[config.mk]
export PLATFORM = sky130hd
export DESIGN_NAME = line_req_tracker
export DESIGN_NICKNAME = d
export VERILOG_FILES = /design/src/rtl/trk_pkg.sv /design/src/rtl/line_table.sv /design/src/rtl/age_watch.sv /design/src/rtl/line_req_tracker.sv
export SDC_FILE = /design/constraint.sdc
export NUM_CORES = 1
export LEC_CHECK = 0
export BUFFER_PORTS_ARGS = -buffer_cell sky130_fd_sc_hd__buf_2
export CORE_UTILIZATION = 42
export DETAILED_ROUTE_END_ITERATION = 7
export GPL_ROUTABILITY_DRIVEN = 1
export GPL_TIMING_DRIVEN = 0
export HOLD_SLACK_MARGIN = 0.08
export PLACE_DENSITY = 0.63
export SETUP_SLACK_MARGIN = 0.4
export SLEW_MARGIN = 5
export SYNTH_ARGS = -nofsm -noshare
export SYNTH_HDL_FRONTEND = slang
export SYNTH_SLANG_ARGS = --single-unit
export TNS_END_PERCENT = 30
[constraint.sdc]
create_clock -name clk -period 5.7 [get_ports clk]
set_clock_uncertainty 0.05 [all_clocks]
set_input_delay 0.285 -clock clk [delete_from_list [all_inputs] [get_ports clk]]
set_output_delay 0.285 -clock clk [all_outputs]
set_load 0.03 [all_outputs]
[src/rtl/trk_pkg.sv]
// Package: shared codes and kind classification for the request tracker.
// Assumes a 4-bit kind field; codes above the flush code are illegal.
package trk_pkg;

    typedef enum logic [3:0] {
        K_LOAD    = 4'd0,
        K_FETCH   = 4'd1,
        K_STORE   = 4'd2,
        K_ATOMIC  = 4'd3,
        K_RMW_RD  = 4'd4,
        K_RMW_WR  = 4'd5,
        K_LINKED  = 4'd6,
        K_COND    = 4'd7,
        K_LOCK_RD = 4'd8,
        K_LOCK_WR = 4'd9,
        K_FLUSH   = 4'd10
    } kind_e;

    typedef enum logic [1:0] {
        RSP_ISSUED = 2'd0,
        RSP_ALIAS  = 2'd1,
        RSP_FULL   = 2'd2,
        RSP_REJECT = 2'd3
    } rsp_e;

    // True for any defined kind code.
    function automatic logic kind_known(input logic [3:0] k);
        return k <= K_FLUSH;
    endfunction

    // True for read-class kinds (kept in the read table).
    function automatic logic kind_is_read(input logic [3:0] k);
        return (k == K_LOAD) || (k == K_FETCH);
    endfunction

    // Kinds counted as read-like when they collide with a write entry.
    function automatic logic kind_readish(input logic [3:0] k);
        return (k == K_LOAD) || (k == K_FETCH) || (k == K_RMW_RD);
    endfunction

    // Kinds counted as store-like when they collide with a read entry.
    function automatic logic kind_storeish(input logic [3:0] k);
        return (k == K_STORE) || (k == K_RMW_WR);
    endfunction

endpackage

[src/rtl/line_table.sv]
// Module: line_table
// One fully associative table of outstanding requests, tagged by line
// address, each entry stamped with its issue cycle. It provides a lookup
// port for alias checks, an allocate port, a free-by-line port for
// completions, an occupancy count and an "entry too old" flag.
// Assumes the caller never allocates a line already present or into a
// full table.
module line_table #(
    parameter int ENTRIES = 4,
    parameter int LINE_W  = 10,
    parameter int TIME_W  = 16,
    parameter int THRESH  = 64,
    localparam int USED_W = $clog2(ENTRIES + 1),
    localparam int IDX_W  = (ENTRIES > 1) ? $clog2(ENTRIES) : 1
) (
    input  logic              clk,
    input  logic              rst_n,
    input  logic [TIME_W-1:0] now,
    input  logic [LINE_W-1:0] look_line,
    output logic              look_hit,
    input  logic              alloc_en,
    input  logic [LINE_W-1:0] alloc_line,
    output logic              full,
    input  logic              free_en,
    input  logic [LINE_W-1:0] free_line,
    output logic              free_hit,
    output logic [TIME_W-1:0] free_stamp,
    output logic [USED_W-1:0] used,
    output logic              any_old
);

    logic [ENTRIES-1:0] vld;
    logic [LINE_W-1:0]  tag   [ENTRIES];
    logic [TIME_W-1:0]  stamp [ENTRIES];

    logic [ENTRIES-1:0] look_vec, free_vec, old_vec;
    logic [IDX_W-1:0]   slot;

    // Per-entry comparators for lookup, free and age.
    for (genvar g = 0; g < ENTRIES; g++) begin : g_cmp
        assign look_vec[g] = vld[g] && (tag[g] == look_line);
        assign free_vec[g] = vld[g] && (tag[g] == free_line);
        assign old_vec[g]  = vld[g] && ((now - stamp[g]) >= TIME_W'(THRESH));
    end

    assign look_hit = |look_vec;
    assign free_hit = |free_vec;
    assign any_old  = |old_vec;
    assign full     = &vld;

    // Pick the lowest free slot and the stamp of the matched entry.
    always_comb begin
        slot       = '0;
        free_stamp = '0;
        for (int i = ENTRIES - 1; i >= 0; i--) begin
            if (!vld[i]) slot = IDX_W'(i);
            if (free_vec[i]) free_stamp = stamp[i];
        end
    end

    // Count valid entries.
    always_comb begin
        used = '0;
        for (int i = 0; i < ENTRIES; i++) used = used + USED_W'(vld[i]);
    end

    // Entry state: allocate into the chosen slot, free the matched one.
    always_ff @(posedge clk) begin
        if (!rst_n) begin
            vld <= '0;
            for (int i = 0; i < ENTRIES; i++) begin
                tag[i]   <= '0;
                stamp[i] <= '0;
            end
        end else begin
            for (int i = 0; i < ENTRIES; i++) begin
                if (free_en && free_vec[i]) vld[i] <= 1'b0;
                if (alloc_en && (slot == IDX_W'(i))) begin
                    vld[i]   <= 1'b1;
                    tag[i]   <= alloc_line;
                    stamp[i] <= now;
                end
            end
        end
    end

    // Duplicate-line detector used only by the assertion below.
    logic dup;
    always_comb begin
        dup = 1'b0;
        for (int i = 0; i < ENTRIES; i++)
            for (int j = i + 1; j < ENTRIES; j++)
                if (vld[i] && vld[j] && tag[i] == tag[j]) dup = 1'b1;
    end

    a_r10_no_dup_line: assert property (@(posedge clk) disable iff (!rst_n)
        !dup);
    a_r5_alloc_has_room: assert property (@(posedge clk) disable iff (!rst_n)
        alloc_en |-> !full);
    a_r3_alloc_not_alias: assert property (@(posedge clk) disable iff (!rst_n)
        alloc_en |-> !(|(vld & ~free_vec)) || !look_hit || (look_line != alloc_line));

endmodule

[src/rtl/age_watch.sv]
// Module: age_watch
// Periodic deadlock watchdog. While busy it counts THRESH cycles, then
// samples the tables' "entry too old" flag and latches a sticky alarm.
// The period restarts whenever nothing is outstanding.
// Assumes THRESH >= 2.
module age_watch #(
    parameter int THRESH = 64,
    localparam int PER_W = $clog2(THRESH)
) (
    input  logic clk,
    input  logic rst_n,
    input  logic busy,
    input  logic any_old,
    output logic alarm
);

    logic [PER_W-1:0] tmr;

    // Period timer and sticky alarm.
    always_ff @(posedge clk) begin
        if (!rst_n) begin
            tmr   <= '0;
            alarm <= 1'b0;
        end else if (!busy) begin
            tmr <= '0;
        end else if (tmr == PER_W'(THRESH - 1)) begin
            tmr <= '0;
            if (any_old) alarm <= 1'b1;
        end else begin
            tmr <= tmr + 1'b1;
        end
    end

    a_r9_alarm_sticky: assert property (@(posedge clk) disable iff (!rst_n)
        alarm |=> alarm);

endmodule

[src/rtl/line_req_tracker.sv]
// Module: line_req_tracker (top)
// Tracks outstanding cache requests of one port in separate read and write
// tables keyed by line. Decides Issued/Aliased/BufferFull/Rejected for each
// request, matches completions, reports latency, counts alias stalls by
// kind pairing and runs the age watchdog.
// Assumes MAX_OUT <= 2*ENTRIES and LINE_BYTES a power of two.
module line_req_tracker
    import trk_pkg::*;
#(
    parameter int ADDR_W     = 16,
    parameter int LINE_BYTES = 64,
    parameter int SIZE_W     = 7,
    parameter int ENTRIES    = 4,
    parameter int MAX_OUT    = 6,
    parameter int THRESH     = 64,
    parameter int TIME_W     = 16,
    parameter int CNT_W      = 16,
    localparam int OFF_W     = $clog2(LINE_BYTES),
    localparam int LINE_W    = ADDR_W - OFF_W,
    localparam int OUT_W     = $clog2(2 * ENTRIES + 1),
    localparam int USED_W    = $clog2(ENTRIES + 1)
) (
    input  logic              clk,
    input  logic              rst_n,
    input  logic              req_valid,
    input  logic [ADDR_W-1:0] req_addr,
    input  logic [3:0]        req_kind,
    input  logic [SIZE_W-1:0] req_size,
    input  logic              cpl_valid,
    input  logic              cpl_write,
    input  logic [ADDR_W-1:0] cpl_addr,
    output logic              rsp_valid,
    output logic [1:0]        rsp_code,
    output logic              done_valid,
    output logic [TIME_W-1:0] done_latency,
    output logic [OUT_W-1:0]  outstanding,
    output logic [CNT_W-1:0]  wait_wr_rd,
    output logic [CNT_W-1:0]  wait_wr_wr,
    output logic [CNT_W-1:0]  wait_rd_wr,
    output logic [CNT_W-1:0]  wait_rd_rd,
    output logic              deadlock,
    output logic              proto_err
);

    logic [TIME_W-1:0] now;
    logic [LINE_W-1:0] req_line, cpl_line;
    logic [OFF_W-1:0]  req_off;
    logic              rd_hit, wr_hit, rd_full, wr_full;
    logic              rd_fhit, wr_fhit, rd_old, wr_old;
    logic [TIME_W-1:0] rd_fstamp, wr_fstamp;
    logic [USED_W-1:0] rd_used, wr_used;
    logic              legal, is_rd, cpl_match;
    rsp_e              dec;
    logic              alloc_rd, alloc_wr;

    assign req_line = req_addr[ADDR_W-1:OFF_W];
    assign req_off  = req_addr[OFF_W-1:0];
    assign cpl_line = cpl_addr[ADDR_W-1:OFF_W];
    assign is_rd    = kind_is_read(req_kind);

    // Request decision: reject, then alias (write table first), then room.
    always_comb begin
        legal = kind_known(req_kind) &&
                ((32'(req_off) + 32'(req_size)) <= 32'(LINE_BYTES));
        if (!legal)
            dec = RSP_REJECT;
        else if (wr_hit || rd_hit)
            dec = RSP_ALIAS;
        else if ((outstanding >= OUT_W'(MAX_OUT)) || (is_rd ? rd_full : wr_full))
            dec = RSP_FULL;
        else
            dec = RSP_ISSUED;
    end

    assign alloc_rd  = req_valid && (dec == RSP_ISSUED) && is_rd;
    assign alloc_wr  = req_valid && (dec == RSP_ISSUED) && !is_rd;
    assign cpl_match = cpl_valid && (cpl_write ? wr_fhit : rd_fhit);

    line_table #(.ENTRIES(ENTRIES), .LINE_W(LINE_W), .TIME_W(TIME_W),
                 .THRESH(THRESH)) u_rd_tbl (
        .clk(clk), .rst_n(rst_n), .now(now),
        .look_line(req_line), .look_hit(rd_hit),
        .alloc_en(alloc_rd), .alloc_line(req_line), .full(rd_full),
        .free_en(cpl_valid && !cpl_write), .free_line(cpl_line),
        .free_hit(rd_fhit), .free_stamp(rd_fstamp),
        .used(rd_used), .any_old(rd_old)
    );

    line_table #(.ENTRIES(ENTRIES), .LINE_W(LINE_W), .TIME_W(TIME_W),
                 .THRESH(THRESH)) u_wr_tbl (
        .clk(clk), .rst_n(rst_n), .now(now),
        .look_line(req_line), .look_hit(wr_hit),
        .alloc_en(alloc_wr), .alloc_line(req_line), .full(wr_full),
        .free_en(cpl_valid && cpl_write), .free_line(cpl_line),
        .free_hit(wr_fhit), .free_stamp(wr_fstamp),
        .used(wr_used), .any_old(wr_old)
    );

    age_watch #(.THRESH(THRESH)) u_watch (
        .clk(clk), .rst_n(rst_n), .busy(outstanding != '0),
        .any_old(rd_old || wr_old), .alarm(deadlock)
    );

    // Cycle counter, outstanding count, responses and sticky error.
    always_ff @(posedge clk) begin
        if (!rst_n) begin
            now          <= '0;
            outstanding  <= '0;
            rsp_valid    <= 1'b0;
            rsp_code     <= '0;
            done_valid   <= 1'b0;
            done_latency <= '0;
            proto_err    <= 1'b0;
        end else begin
            now          <= now + 1'b1;
            outstanding  <= outstanding + OUT_W'(alloc_rd || alloc_wr) - OUT_W'(cpl_match);
            rsp_valid    <= req_valid;
            rsp_code     <= dec;
            done_valid   <= cpl_match;
            done_latency <= now - (cpl_write ? wr_fstamp : rd_fstamp);
            if (cpl_valid && !cpl_match) proto_err <= 1'b1;
        end
    end

    // Alias stall counters by pairing of new and outstanding kinds.
    always_ff @(posedge clk) begin
        if (!rst_n) begin
            wait_wr_rd <= '0;
            wait_wr_wr <= '0;
            wait_rd_wr <= '0;
            wait_rd_rd <= '0;
        end else if (req_valid && legal) begin
            if (wr_hit) begin
                if (kind_readish(req_kind)) wait_wr_rd <= wait_wr_rd + 1'b1;
                else                        wait_wr_wr <= wait_wr_wr + 1'b1;
            end else if (rd_hit) begin
                if (kind_storeish(req_kind)) wait_rd_wr <= wait_rd_wr + 1'b1;
                else                         wait_rd_rd <= wait_rd_rd + 1'b1;
            end
        end
    end

    a_r10_count_match: assert property (@(posedge clk) disable iff (!rst_n)
        outstanding == OUT_W'(rd_used) + OUT_W'(wr_used));
    a_r4_count_bound: assert property (@(posedge clk) disable iff (!rst_n)
        outstanding <= OUT_W'(MAX_OUT));
    a_r8_err_sticky: assert property (@(posedge clk) disable iff (!rst_n)
        proto_err |=> proto_err);
    a_r8_no_change: assert property (@(posedge clk) disable iff (!rst_n)
        (cpl_valid && !cpl_match && !alloc_rd && !alloc_wr) |=> $stable(outstanding));
    a_r2_reject_no_alloc: assert property (@(posedge clk) disable iff (!rst_n)
        (req_valid && !legal) |-> !(alloc_rd || alloc_wr));

endmodule

After elaboration in Yosys (flattened, before gate mapping)
Memories as Yosys holds them, arrays and structs flattened.
Cells that the tools add are included.

operators by class
  add/sub/neg operators = 18
  $mul = 0
  div/mod/pow operators = 0
  magnitude comparators = 11
  equal/unequal tests = 27
  shift-type cells = 0
  multiplexer cells = 79
  bitwise gates (word level) = 21
  reductions and logical operators = 86

operator list
  cell                   count
  $mux 16                17
  $eq 10x10->1           16
  $sub 16x16->16         9
  $ge 16x7->1 const B    8
  $add 16x1->16 const B  5
  $mux 10                8
  $logic_and 1x1->1      49
  $mux 1                 43
  $reduce_or 4->1        6
  $mux 2                 11
  $or 1x1->1             16
  $reduce_and 4->1       4
  $reduce_bool 2->1      8
  $reduce_and 3->1       3
  $add 6x7->8            1
  $eq 2x2->1 const B     4
  $eq 4x3->1 const B     2
  $le 8x7->1 const B     1
  $logic_or 1x1->1       7
  $add 6x1->6 const B    1
  $eq 6x6->1 const B     1
  $logic_not 2->1        3
  $not 1->1              5
  $add 4x1->4            1
  other kinds (10)       13

storage, ports and cells
  bits in registers = 120
  bits in latches = 0
  bits in writable memories = 208
  bits in read-only memories = 0
  input bits = 48
  output and inout bits = 90
  logic and storage cells = 267
  memories kept = 4

memories
  name            words  width  rd ports  clocked after memory_dff  write ports  line              text
  u_rd_tbl.stamp  4      16     4         0                         4            line_table.sv:34  logic [TIME_W-1:0] stamp [ENTRIES];
  u_wr_tbl.stamp  4      16     4         0                         4            line_table.sv:34
  u_rd_tbl.tag    4      10     4         0                         4            line_table.sv:33  logic [LINE_W-1:0] tag [ENTRIES];
  u_wr_tbl.tag    4      10     4         0                         4            line_table.sv:33

Depth between registers and ports, before layout
Gate-level depths: netlist of run 1.

  word-level depth = 15
  mapped depth = 25
  depth with buffers taken out = 22

Cells and area by module
Synthesis of run 1 repeated with hierarchy kept, for this count alone.

second synthesis, totals
  cell total of the unflattened synthesis = 2568
  area total of the unflattened synthesis = 23757.8 sq um

modules (own cells, without submodules)
  module                 instances  cells each  area each (sq um)  seq. area each (sq um)
  line_table (u_rd_tbl)  1          901         8554.5             3203.1
  line_table (u_wr_tbl)  1          910         8545.7             3203.1
  line_req_tracker       1          727         6384.9             2102.0
  age_watch              1          30          272.8              140.1

Worst setup path after synthesis of run 1
No wires, ideal clock.

  path type = input -> register
  start point = input req_addr[0]
  end point = memory u_rd_tbl.stamp[2][0] (enable)
  setup time = 0.449 ns
  data arrival time = 4.737 ns
  required time = 5.201 ns
  path slack = 0.464 ns
  stages = 11
  buffers on the path = 1
  path through = ha_1 -> fa_1 -> a21o_1 -> a21o_1 -> a2111oi_2 -> nor3_1 -> a2111o_1 -> a21oi_2 -> nand3_1 -> clkbuf_1 -> o31ai_1

RTL lines
  element             line                    text
  start: declaration  line_req_tracker.sv:26  input logic [ADDR_W-1:0] req_addr,
  end: declaration    line_table.sv:34

==> flow_summary.yaml, run 1 <==
placed_design:
  dp_cells: 3335
  gp_congestion: 0.941
  numPortBuffers: 111
  hpwl_mm: 54.8
cts:
  clock_sinks: 328
  ctsHtreeMaxLevel: 2
  cts_root_buf: "clkbuf_16"
  path_clk_slew_ns: 0.06
  clockBufferDepth: 3
  worstSkewPairLatency_ns: 0.57
  tritoncts.num_buffers: 38
  tritoncts: "done"
timing:
  finalSetupTns_ns: 0
  hold_ws_ns: 0.0912
  post-route-min-period_ns: 5.01
  fmax_mhz: 200
  worst_pin_slew_ns: 1.29
  finalSetupViolCount: 0
  slew_viol_final: 0
  fin_crit_sh_pct: 87.9
  rsz0062_at_grt: "false"
  relSlewSlack_pct: 13.6
  hold_violations: 0
route:
  num_vias: 19800
  vias_per_cell: 5.80
  wl_per_cell_um: 21.3
  drt-total-wl_mm: 72.8
  drc: 0
  first_pass_iters: 6
  ant_nets: 0
  dr.first_iter.drc_count: 1461
power_and_ir_drop:
  leakage_nw: 10.2
  vdd_drop_max_uv: 249
  powerDensity_mw_per_mm2: 233
  power_w: 0.00599
min_path:
  hold_start: "rst_n"
  hp-class: "in -> reg"
die:
  rows: 84
  die_width_um: 234
  pin_count: 138
  initial_utilization_pct: 42.8
  die_h_um: 234
  die-area_sq_mm: 0.0550
  core_area_sq_mm: 0.0530
run:
  cap_violations: 0
synthesis:
  synth_enable_flop_cells: 208
  synth-seq-area-share_pct: 38.1
  syn_area_per_cell_sq_um: 8.96
  ys.warnings.count: 0
  synth_cell_type_count: 83
  synth_top_flop_cell: "edfxtp_1"
  synth_area_sq_mm: 0.0227
  ys_async_sr_fraction_pct: 0
  syn_nets: 2744
  netlist_instances: 2532
  ys_seq_elements: 328
layout:
  final_nets: 2904
  final_cell_mix: "and2_1 (220), edfxtp_1 (208), xnor2_1 (197), inv_1 (181), a21oi_1 (177)"
  drive_gt1_share_pct: 9.88
  fin_cells: 3411
  fillers: 5107
  final_common_cell: "and2_1"
  syn_to_final_growth_pct: 13.2
  final_core_util_pct: 48.5
worst_setup_path:
  required_ns: 6.06
  cp_max_fo: 10
  crit_arrival_ns: 5.37
  timing.rr.start: "u_rd_tbl.tag[2][9]$_SDFFCE_PN0P_"
  setup.worst_path.start: "u_rd_tbl.tag[2][9]$_SDFFCE_PN0P_"
  crit_type: "reg -> reg"
  startpoint_type: "flop"
  crit_path_end_kind: "flop"
status:
  outcome: "finished clean"
global_routing:
  grt_pass1_wl_mm: 109
  grt_pass1_vias: 19000
  grtUsageTotal_pct: 26.2
  gr-total-overflow: 0
  grt_max_degree: 29
  antenna_found_initial: 1
[cell usage after synthesis (14+ instances only)]
master / n / area share (%)
a21o_1: 32 / 1.1
nor4_1: 17 / 0.47
inv_1: 181 / 3.0
or3_1: 14 / 0.39
xor2_1: 68 / 2.6
nand2_1: 161 / 2.7
a211oi_1: 16 / 0.53
o21ai_0: 93 / 2.1
nor2b_1: 14 / 0.39
nand3_1: 103 / 2.3
ha_1: 153 / 8.4
and3_1: 25 / 0.69
or2_2: 16 / 0.44
nand2b_1: 26 / 0.72
a21oi_1: 180 / 4.0
nor3_1: 61 / 1.3
mux2i_1: 30 / 1.3
clkbuf_1: 108 / 1.8
a31oi_1: 20 / 0.55
xnor2_1: 197 / 7.6
dfxtp_1: 120 / 11
edfxtp_1: 208 / 28
nor2_1: 165 / 2.7
and2_1: 220 / 6.1
nand4_1: 87 / 2.4
[repair_timing]
| action | in CTS | in global routing |
|---|---|---|
| buffers inserted | 0 | 4 |
| hold buffers | 1 | 0 |
| hold endpoints to repair | 2 | 0 |
| cloned | 0 | 0 |
| gates resized for setup | 13 | 40 |
| pin swaps | 0 | 5 |
| endpoints found under the setup margin | 6 | 4 |
[flip-flops by register name, indices dropped and copies added, names as in the netlist, 6 cells and up]
register / flops
wait_rd_rd: 16
u_wr_tbl.tag: 40
now: 16
wait_wr_rd: 16
u_wr_tbl.stamp: 64
u_rd_tbl.stamp: 64
u_watch.tmr: 6
wait_wr_wr: 16
wait_rd_wr: 16
u_rd_tbl.tag: 40
done_latency: 16
[stage by stage]
stage | area, sq um | setup slack, ns
global placement | 24100 | -1.10
floorplan | 22700 | 0.464
detailed placement | 24300 | -0.719
global route | 25700 | 0.416
CTS | 25600 | 0.225
finish | 25700 | 0.691
[per-layer routing]
layer	vias up	wire length (um)	global-route usage, %
met4	2	3010	11.5
met5	-	10	0
li1	9281	-	-
met1	9538	31200	35.2
met2	800	33500	42.1
met3	172	5090	3.33
[layout make-up]
class	instances	area, sq um	share of cell area (%)
multi-input combinational	1896	13000	50.7
antenna	1	2.50	0.00974
inverter	183	687	2.67
tap	688	861	3.35
buffer	125	520	2.03
clock inverter	13	118	0.458
timing repair buffer	120	668	2.60
sequential	328	8650	33.7
clock buffer	57	1150	4.46
[power by group]
part	switching, W	total, W	leakage [nW]	internal, W
Combinational	0.000500	0.000783	6.46	0.000283
Sequential	0.0000771	0.00269	3.12	0.00262
Clock	0.00104	0.00252	0.628	0.00148
Total	0.00161	0.00599	10.2	0.00438
[kinds of logic (layout without fill, tap and decap cells)]
| family | count (synthesis) | after routing | share of synthesized area [%] |
|---|---|---|---|
| AOI/OAI and AO/OA | 481 | 481 | 13.4 |
| xor gates and xnor gates | 265 | 265 | 10.2 |
| adders and majority gates | 164 | 164 | 9.41 |
| buffers and inverters | 308 | 498 | 5.20 |
| DFF | 328 | 328 | 38.1 |
| muxes | 34 | 34 | 1.52 |
| other | 0 | 1 | 0 |
| and+or+nand+nor | 952 | 952 | 22.2 |
[path summary, 6_finish.rpt]
check | end | slack [ns] | depth (start not counted)
setup / recovery | done_latency[14]$_SDFF_PN0_ | 0.69 | 24
hold reg to reg | u_watch.tmr[0]$_SDFF_PP0_ | 0.39 | 1
hold / removal | wait_rd_rd[11]$_SDFFE_PN0P_ | 0.09 | 4
setup reg to reg | done_latency[14]$_SDFF_PN0_ | 0.69 | 24
[critical path, stage by stage, from the launching register on]
cell and delay (ns):
edfxtp_1 0.45, xnor2_1 0.18, nand4_1 0.25, or3_1 0.43, clkbuf_2 0.18, clkbuf_4 0.23
nand3_1 0.11, a21oi_1 0.08, a21oi_2 0.19, nor2_1 0.06, a211oi_1 0.24, a21oi_1 0.09
ha_1 0.23, inv_1 0.07, fa_1 0.21, a21o_1 0.14, a21oi_1 0.10, o21bai_1 0.20
a21oi_2 0.10, o21bai_1 0.19, a41oi_1 0.20, a211o_1 0.33, o21ai_0 0.23, xnor2_1 0.22
nor2_1 0.07
Power figures use the tool's default switching activity.
==> inputs of run 2 (changes only) <==
--- a/config.mk
+++ b/config.mk
@@ -6,12 +6,12 @@
 export NUM_CORES = 1
 export LEC_CHECK = 0
 export BUFFER_PORTS_ARGS = -buffer_cell sky130_fd_sc_hd__buf_2
-export CORE_UTILIZATION = 42
+export CORE_UTILIZATION = 45
 export DETAILED_ROUTE_END_ITERATION = 7
 export GPL_ROUTABILITY_DRIVEN = 1
 export GPL_TIMING_DRIVEN = 0
 export HOLD_SLACK_MARGIN = 0.08
-export PLACE_DENSITY = 0.63
+export PLACE_DENSITY = 0.66
 export SETUP_SLACK_MARGIN = 0.4
 export SLEW_MARGIN = 5
 export SYNTH_ARGS = -nofsm -noshare
==> run 2 against run 1 <==
Utilization up 3.3 points. Worst hold slack improved by 0.067 ns. First-iteration DRC count is 23% higher. Power fell by 3.4%. Sequential share of layout area grew 0.17 points. Register-to-register slack worse by 0.096 ns. Clock power decreased by 8.3%. Die area down 6.6%. Critical path depth decreased by 5. Cell count down 0.79%. Largest power group unchanged.
==> flow_summary.yaml, run 2 (synthesized netlist as in run 1, its figures left out) <==
die:
  die-area_sq_mm: 0.0513
  rows: 81
  die_width_um: 227
  die_h_um: 227
  core_area_sq_mm: 0.0494
  initial_utilization_pct: 46.0
  pin_count: 138
route:
  wl_per_cell_um: 21.3
  ant_nets: 0
  num_vias: 19800
  dr.first_iter.drc_count: 1792
  drt-total-wl_mm: 71.9
  drc: 0
  first_pass_iters: 5
  vias_per_cell: 5.84
worst_setup_path:
  crit_arrival_ns: 5.44
  r2r_slack_ns: 0.59
  crit_type: "reg -> reg"
  r2r_end: "done_latency[14]$_SDFF_PN0_"
  startpoint_type: "flop"
  crit_path_end_kind: "flop"
  slowest_delay_ns: 0.49
  worstPathCellList: "clkbuf_2 -> nand4_1 -> nor3_2 -> clkbuf_1 -> a21oi_1 -> or2_2 -> a21oi_1 -> a21oi_1 -> fa_1 -> a21o_1 -> a21oi_1 -> o21bai_1 -> a21oi_1 -> o21bai_1 -> a41oi_1 -> a211o_1 -> o21ai_0 -> xnor2_1 -> nor2_1"
  rr_worst_depth: 19
  required_ns: 6.03
  timing.rr.start: "u_rd_tbl.vld[1]$_SDFFE_PN0P_"
  worst_path_most_repeated_cell: "a21oi_1"
  cp_slowest_cell: "fa_1"
  cp_max_fo: 10
status:
  outcome: "finished clean"
min_path:
  min_to: "wait_rd_rd[11]$_SDFFE_PN0P_"
  hp-class: "in -> reg"
  hold_depth: 4
  hold_start: "rst_n"
power_and_ir_drop:
  power_frac_clock_pct: 39.9
  powerDensity_mw_per_mm2: 226
  pwr-share-comb_pct: 13.6
  p_seq_share_pct: 46.5
  leakage_nw: 10.2
  netSwitchingPower_w: 0.00157
  swShare_pct: 27.1
  vdd_drop_max_uv: 213
  power.internal_w: 0.00422
timing:
  finalSetupViolCount: 0
  finalSetupTns_ns: 0
  fmax_mhz: 196
  hold_violations: 0
  worst_slack_ns: 0.595
  worst_pin_slew_ns: 1.29
  hold_ws_ns: 0.159
  fin_crit_sh_pct: 89.6
  post-route-min-period_ns: 5.11
  slew_viol_final: 0
  rsz0062_at_grt: "true"
  relSlewSlack_pct: 13.6
cts:
  ctsHtreeMaxLevel: 2
  tritoncts.num_buffers: 37
  tritoncts: "done"
  cts_root_buf: "clkbuf_16"
  clock_sinks: 328
  path_clk_slew_ns: 0.07
  clockBufferDepth: 3
  worstSkewPairLatency_ns: 0.53
placed_design:
  numPortBuffers: 111
  dp_cells: 3312
  dp_slack_ns: -0.501
  gp_congestion: 0.987
  hpwl_mm: 54.2
layout:
  fillers: 4596
  syn_to_final_growth_pct: 12.7
  final_cell_mix: "and2_1 (220), edfxtp_1 (208), xnor2_1 (197), inv_1 (181), a21oi_1 (180)"
  antenna_cells: 0
  fin_cells: 3384
  final_nets: 2906
  top_regs: "u_rd_tbl.stamp x64, u_wr_tbl.stamp x64"
  multi_input_area_sq_mm: 0.0130
  regArea_sq_mm: 0.00865
  final_common_cell: "and2_1"
  drive_gt1_share_pct: 9.49
global_routing:
  antenna_found_initial: 1
  grtUsageTotal_pct: 27.9
  grt_max_degree: 29
  gr-total-overflow: 0
  grt_pass1_wl_mm: 109
  grt_pass1_vias: 19100
run:
  cap_violations: 0
run 2: cell count changes in the layout (fill, tap and decap cells not counted), moves of 2 or more:
cell	delta
clkinv_1	+7
clkbuf_16	-4
a21oi_1	+3
a21oi_2	-3
buf_16	+3
clkbuf_8	-3
buf_4	+2
buf_8	-2
run 2: routing by layer:
layer | up-vias | global-route usage [%] | routed length, um
met5 | - | 0 | 15
met4 | 2 | 12.2 | 3290
met3 | 169 | 3.08 | 4760
met2 | 813 | 45.7 | 33400
met1 | 9534 | 37.1 | 30500
li1 | 9252 | - | -
run 2: final cells by class:
cell class | count | share of cell area (%)
inverters | 183 | 2.69
clock buffers | 46 | 3.87
flip-flops and latches | 328 | 33.8
multi-input cells | 1896 | 50.9
plain buffers | 125 | 2.01
well taps | 664 | 3.25
clock inverters | 19 | 0.538
repair buffers | 123 | 2.88
run 2: timing repair:
action                     in CTS  in global routing
setup endpoints to repair       6                  5
pin swaps                       0                  4
hold buffers                    1                  0
setup buffers                   0                  6
hold endpoints to repair        2                  0
resized for setup              12                 30
run 2: metrics by stage:
| step | cell area, sq um | total power (W) | util [%] |
|---|---|---|---|
| 6_report | 25600 | 0.00579 | 51.8 |
| 4_1_cts | 25500 | 0.00579 | 51.6 |
| 5_1_grt | 25600 | 0.00597 | 51.8 |
| 2_1_floorplan | 22700 | 0.00326 | - |
| 3_5_place_dp | 24300 | 0.00351 | 49.2 |
| 3_3_place_gp | 24100 | 0.00348 | 48.8 |
run 2: power by group through the flow:
stage          logic, W  clock network, W  registers, W
6_report       0.000790           0.00231       0.00269
5_1_grt        0.000862           0.00241       0.00270
4_1_cts        0.000781           0.00232       0.00269
3_5_place_dp   0.000773                 0       0.00274
3_3_place_gp   0.000736                 0       0.00274
2_1_floorplan  0.000502                 0       0.00276
run 2: how the worst max path moves through the flow:
| stage | slack, ns | to | startpoint |
|---|---|---|---|
| final | 0.59 | done_latency[14]$_SDFF_PN0_ | u_rd_tbl.vld[1]$_SDFFE_PN0P_ |
| after global routing | 0.39 | done_latency[15]$_SDFF_PN0_ | u_wr_tbl.vld[0]$_SDFFE_PN0P_ |
| after CTS | 0.35 | done_latency[14]$_SDFF_PN0_ | u_wr_tbl.vld[2]$_SDFFE_PN0P_ |
| after detailed placement | -0.50 | done_latency[14]$_SDFF_PN0_ | cpl_addr[12] |
| after global placement | -1.21 | u_wr_tbl.stamp[1][10]$_SDFFCE_PN0P_ | req_addr[12] |
| after floorplan | 0.46 | u_rd_tbl.stamp[2][0]$_SDFFCE_PN0P_ | req_addr[0] |
run 2: critical path, delay by kind of cell, from the launching register on:
family                     cells  cell delay (ns)
and+or+nand+nor                4             1.03
DFF                            1             0.31
buffers and inverters          2             0.81
AOI/OAI and AO/OA             11             2.00
adders and majority gates      1             0.49
xor gates and xnor gates       1             0.24
